$ cat src/rtl/bw_pkg.sv
package bw_pkg;

    typedef enum logic [1:0] {
        BR_COND = 2'd0,
        BR_LOOP = 2'd1,
        BR_JUMP = 2'd2,
        BR_IDLE = 2'd3
    } br_op_e;

    typedef enum logic [2:0] {
        CC_ZERO    = 3'd0,
        CC_NZERO   = 3'd1,
        CC_GREATER = 3'd2,
        CC_NGREAT  = 3'd3,
        CC_NEG     = 3'd4,
        CC_NNEG    = 3'd5,
        CC_CARRY   = 3'd6,
        CC_NCARRY  = 3'd7
    } cc_sel_e;

    typedef struct packed {
        logic c;
        logic z;
        logic s;
        logic o;
    } flags_t;

    localparam int SHORT_W = 8;
    localparam int LONG_W  = 32;

endpackage

$ cat src/rtl/bw_offset_ext.sv
module bw_offset_ext #(
    parameter int AW = 32
) (
    input  logic [bw_pkg::LONG_W-1:0] raw_i,
    input  logic                      long_i,
    output logic [AW-1:0]             ext_o
);
    logic signed [bw_pkg::SHORT_W-1:0] short_s;
    logic signed [bw_pkg::LONG_W-1:0]  long_s;

    always_comb begin
        short_s = raw_i[bw_pkg::SHORT_W-1:0];
        long_s  = raw_i;
        if (long_i) begin
            ext_o = AW'(long_s);
        end else begin
            ext_o = AW'(short_s);
        end
    end
endmodule

$ cat src/rtl/bw_cond_eval.sv
module bw_cond_eval
    import bw_pkg::*;
(
    input  cc_sel_e sel_i,
    input  flags_t  flags_i,
    output logic    pass_o
);
    logic greater;

    always_comb begin
        greater = !flags_i.z && (flags_i.s == flags_i.o);
        case (sel_i)
            CC_ZERO:    pass_o = flags_i.z;
            CC_NZERO:   pass_o = !flags_i.z;
            CC_GREATER: pass_o = greater;
            CC_NGREAT:  pass_o = !greater;
            CC_NEG:     pass_o = flags_i.s;
            CC_NNEG:    pass_o = !flags_i.s;
            CC_CARRY:   pass_o = flags_i.c;
            CC_NCARRY:  pass_o = !flags_i.c;
            default:    pass_o = 1'b0;
        endcase
    end
endmodule

$ cat src/rtl/bw_loop_ctr.sv
module bw_loop_ctr #(
    parameter int CW = 32
) (
    input  logic [CW-1:0] count_i,
    output logic [CW-1:0] dec_o,
    output logic          nonzero_o
);
    always_comb begin
        dec_o     = count_i - CW'(1);
        nonzero_o = |dec_o;
    end
endmodule

$ cat src/rtl/bw_branch_unit.sv
module bw_branch_unit
    import bw_pkg::*;
#(
    parameter int AW = 32,
    parameter int CW = 32
) (
    input  logic              clk,
    input  logic              rst_n,
    input  logic              valid_i,
    input  logic [1:0]        op_i,
    input  logic [2:0]        cond_i,
    input  logic              long_i,
    input  logic [AW-1:0]     seq_addr_i,
    input  logic [LONG_W-1:0] rel_off_i,
    input  logic              flag_c_i,
    input  logic              flag_z_i,
    input  logic              flag_s_i,
    input  logic              flag_o_i,
    input  logic [CW-1:0]     count_i,
    output logic              valid_o,
    output logic              taken_o,
    output logic [AW-1:0]     next_addr_o,
    output logic [CW-1:0]     count_o,
    output logic              count_we_o
);
    typedef struct packed {
        logic          valid;
        logic          taken;
        logic [AW-1:0] next_addr;
        logic [CW-1:0] count;
        logic          count_we;
    } res_t;

    res_t    res_d, res_q;
    br_op_e  op;
    flags_t  flags;
    logic [AW-1:0] off_ext;
    logic [AW-1:0] target;
    logic          cond_pass;
    logic [CW-1:0] count_dec;
    logic          count_nz;
    logic          take;

    assign op    = br_op_e'(op_i);
    assign flags = '{c: flag_c_i, z: flag_z_i, s: flag_s_i, o: flag_o_i};

    bw_offset_ext #(.AW(AW)) u_ext (
        .raw_i  (rel_off_i),
        .long_i (long_i),
        .ext_o  (off_ext)
    );

    bw_cond_eval u_cond (
        .sel_i   (cc_sel_e'(cond_i)),
        .flags_i (flags),
        .pass_o  (cond_pass)
    );

    bw_loop_ctr #(.CW(CW)) u_ctr (
        .count_i   (count_i),
        .dec_o     (count_dec),
        .nonzero_o (count_nz)
    );

    assign target = seq_addr_i + off_ext;

    always_comb begin
        res_d           = '0;
        res_d.next_addr = seq_addr_i;
        res_d.count     = count_i;
        take            = 1'b0;
        if (valid_i) begin
            res_d.valid = 1'b1;
            case (op)
                BR_COND: take = cond_pass;
                BR_LOOP: begin
                    take           = count_nz;
                    res_d.count    = count_dec;
                    res_d.count_we = 1'b1;
                end
                BR_JUMP: take = 1'b1;
                default: take = 1'b0;
            endcase
            res_d.taken = take;
            if (take) begin
                res_d.next_addr = target;
            end
        end
    end

    always_ff @(posedge clk) begin
        if (!rst_n) begin
            res_q <= '0;
        end else begin
            res_q <= res_d;
        end
    end

    assign valid_o     = res_q.valid;
    assign taken_o     = res_q.taken;
    assign next_addr_o = res_q.next_addr;
    assign count_o     = res_q.count;
    assign count_we_o  = res_q.count_we;
endmodule

$ cat config.mk
export PLATFORM = sky130hd
export DESIGN_NAME = bw_branch_unit
export DESIGN_NICKNAME = d
export VERILOG_FILES = /design/src/rtl/bw_pkg.sv /design/src/rtl/bw_offset_ext.sv /design/src/rtl/bw_cond_eval.sv /design/src/rtl/bw_loop_ctr.sv /design/src/rtl/bw_branch_unit.sv
export SDC_FILE = /design/constraint.sdc
export NUM_CORES = 1
export LEC_CHECK = 0
export BUFFER_PORTS_ARGS = -buffer_cell sky130_fd_sc_hd__buf_2
export CORE_ASPECT_RATIO = 1.2
export CORE_UTILIZATION = 55
export CTS_CLUSTER_SIZE = 25
export DETAILED_ROUTE_END_ITERATION = 10
export PLACE_DENSITY_LB_ADDON = 0.12
export SKIP_CTS_REPAIR_TIMING = 1
export SLEW_MARGIN = 20
export SYNTH_ARGS = -nofsm -noshare
export SYNTH_HDL_FRONTEND = slang
export SYNTH_HIERARCHICAL = 1
export SYNTH_SLANG_ARGS = --single-unit
export TNS_END_PERCENT = 1
$ cat constraint.sdc
create_clock -name clk -period 7.3 [get_ports clk]
set_clock_uncertainty 0.2 [all_clocks]
set_input_delay 1.46 -clock clk [delete_from_list [all_inputs] [get_ports clk]]
set_output_delay 1.46 -clock clk [all_outputs]
set_load 0.01 [all_outputs]
==> summary.md <==
| Metric | Value |
|---|---|
| Synth warn | `6` |
| Final Hold Vio Count | `0` |
| Peak VDD IR | `0.128 mV` |
| Top Ports | `176` |
| DR vias/cell | `5.81` |
| EDFF count, synth | `0` |
| Setup CP Type | `in -> reg` |
| Main synth FF type | `dfxtp_1` |
| Cell variety after synth | `79` |
| Final setup violation count | `0` |
| Die Ht | `112 microns` |
| Max FO, Critical Path | `25` |
| Fmax | `187 MHz` |
| Setup_tns | `0 ps` |
| Mapped Nets | `848` |
| Wire per inst | `16.2 microns` |
| Ys async rst share | `0` |
| Worst setup path endpoint | `next_addr_o[30]` |
| First-pass GRT wire length | `25600 microns` |
| Placed insts | `961` |
| Synth area leader | `dfxtp_1` |
| Fin cells | `978` |
| Synth top area cells | `dfxtp_1 (24%), nand2_1 (9.6%), ha_1 (7.5%), a21oi_1 (7.3%), mux2_4 (5.5%)` |
| Slew headroom | `0.279` |
| Total Routed Length | `15900 microns` |
| Total CTS buffers | `9` |
| Port Buf Inserts | `175` |
| Highest routed metal layer | `met4` |
| Core area | `0.00961 sq mm` |
| Worst endpoint required time | `7300 ps` |
| Site Rows | `39` |
| Max-cap violations | `0` |
| Clock buffer depth | `2` |
| Detail Placement HPWL | `12100 microns` |
| Synth top area share | `0.244` |
| GP Congestion | `0.940` |
| Cells after Synth | `705` |
| Status | `complete, no violations` |
| Critical Path Start | `count_i[3]` |
| Post-route DRC | `0` |
| Clk sinks | `67` |
| Crit path DAT | `5340 ps` |
| Fillers | `852` |
| Largest net degree at the start of global routing | `41` |
| GRT Total Usage | `0.306` |
| Vias in the first global route | `5582` |
| Max H-tree Level | `3` |
| P&R area growth vs syn | `19.7%` |
| Starting Density | `0.573` |
| Die width | `93.3 microns` |
| Static leakage | `3.13 nW` |
| Root Buffer | `clkbuf_16` |
| Post-Syn Area | `0.00551 sq mm` |
| Crit. End Element | `flop` |
| Final Slew Violations | `0` |
| Post-route ant nets | `0` |
| DRT iter0 DRCs | `223` |
| Final Util | `0.686` |
| Most instantiated library cell after synthesis | `nand2_1` |
| Startpoint Class | `input port` |
| Nets | `992` |
| Multi-input combinational cell area | `0.00385 sq mm` |
| Pwr dens | `188 mW/mm^2` |
| Via count | `5687` |
| Initial antenna violation count | `1` |
| Min-Delay Path Class | `in -> reg` |
| Met3 wire length | `1030 microns` |
| PnR Total Power | `1.24 mW` |
| Worst slew pin tran | `1080 ps` |
| Tcrit/Tclk final | `0.731` |
| Unrepaired setup endpoints after global routing | `no` |
| CTS tree | `yes` |
| Register Area | `0.00134 sq mm` |
| Share of cells above drive strength 1 | `0.288` |
| Flop and latch count out of synthesis | `67` |
| Synth Area per Inst | `7.81 sq um` |
| Die ar. | `0.0104 sq mm` |
| GR Overflow Total | `0` |
| Synth top cells by count | `nand2_1 (141), a21oi_1 (80), dfxtp_1 (67)` |
| Drt pass-1 iters | `4` |
| WL met1 | `6370 microns` |
| Seq/Total Area, Yosys | `0.244` |
| Met2 Wirelength | `7980 microns` |
| Hold WS | `1160 ps` |
| Clock transition at path regs | `60 ps` |
| Min Tclk post-route | `5330 ps` |
sequential cells by signal, indices dropped and copies added (netlist names):
signal and flops:
next_addr_o 32, valid_o 1, count_we_o 1, count_o 32
taken_o 1
worst min path at each step:
stage / startpoint / endpoint / slack, ps / cells past startpoint
after floorplan: seq_addr_i[20] / next_addr_o[20] / 1390 / 2
after global placement: seq_addr_i[24] / next_addr_o[24] / 1500 / 3
after detailed placement: seq_addr_i[24] / next_addr_o[24] / 1510 / 3
after CTS: seq_addr_i[21] / next_addr_o[21] / 1160 / 3
after global routing: seq_addr_i[15] / next_addr_o[15] / 1180 / 3
final: seq_addr_i[24] / next_addr_o[24] / 1160 / 3
critical path: stages:
cell,delay (ps)
buf_2,150
nor4_1,510
nand2b_1,390
nor4_1,400
xor2_1,150
or4b_1,560
nand4b_1,190
nand2_1,80
o21ai_0,100
nand2_1,670
buf_4,330
nor4_1,70
a31oi_1,140
o311ai_1,110
cell type report:
cell class	instances	share of cell area
multi-input cells	579	0.584
repair buffers	177	0.135
flip-flops and latches	67	0.203
clock buffers	11	0.0368
well taps	123	0.0233
inverters	15	0.00854
clock inverters	5	0.00797
diodes	1	0.000380
through the flow:
stage	worst slack [ps]	instance area [sq um]
floorplan	2810	5510
global placement	1790	6290
detailed placement	1740	6290
CTS	2080	6590
global route	1720	6590
finish	1970	6590
kinds of logic (layout without fill, tap and decap cells):
family / after synthesis / in the layout / share of synthesized area
AND/OR/NAND/NOR: 290 / 290 / 0.265
AO/OA/AOI/OAI: 176 / 176 / 0.204
flip-flops: 67 / 67 / 0.244
buffers and inverters: 59 / 208 / 0.0573
XOR/XNOR: 51 / 51 / 0.0811
adder cells (fa/ha/maj): 34 / 34 / 0.0786
multiplexers: 28 / 28 / 0.0702
other: 0 / 1 / 0
routing by layer:
metal,up-vias,global-route usage
li1,2793,-
met1,2608,0.347
met2,246,0.548
met3,40,0.0546
met4,0,0.141
met5,-,0
power by group:
| group | switching (mW) | internal (mW) | total [mW] |
|---|---|---|---|
| Clock | 0.170 | 0.272 | 0.443 |
| Sequential | 0.00707 | 0.395 | 0.402 |
| Combinational | 0.228 | 0.166 | 0.394 |
cells in the final DEF, fill, tap and decap left out, types with 4 or more instances in the layout:
cell,synthesis,final
nand3_1,24,24
nor2_1,27,27
mux2_2,4,4
dfxtp_1,67,67
nand2b_1,6,6
a21o_1,15,15
o21a_1,6,6
xnor2_1,28,28
or3_1,7,7
a211oi_1,4,4
inv_1,15,14
o21ai_0,25,25
a21oi_1,80,80
nor3_1,16,16
ha_1,33,33
mux2_4,20,20
and2_1,6,5
nor4_1,12,12
buf_2,7,175
xor2_1,23,23
nand2_1,141,140
nand4_1,8,8
a31oi_1,6,6
and3_1,7,7
clkbuf_16,0,9
Note: power is estimated with default switching activity, not from simulation.
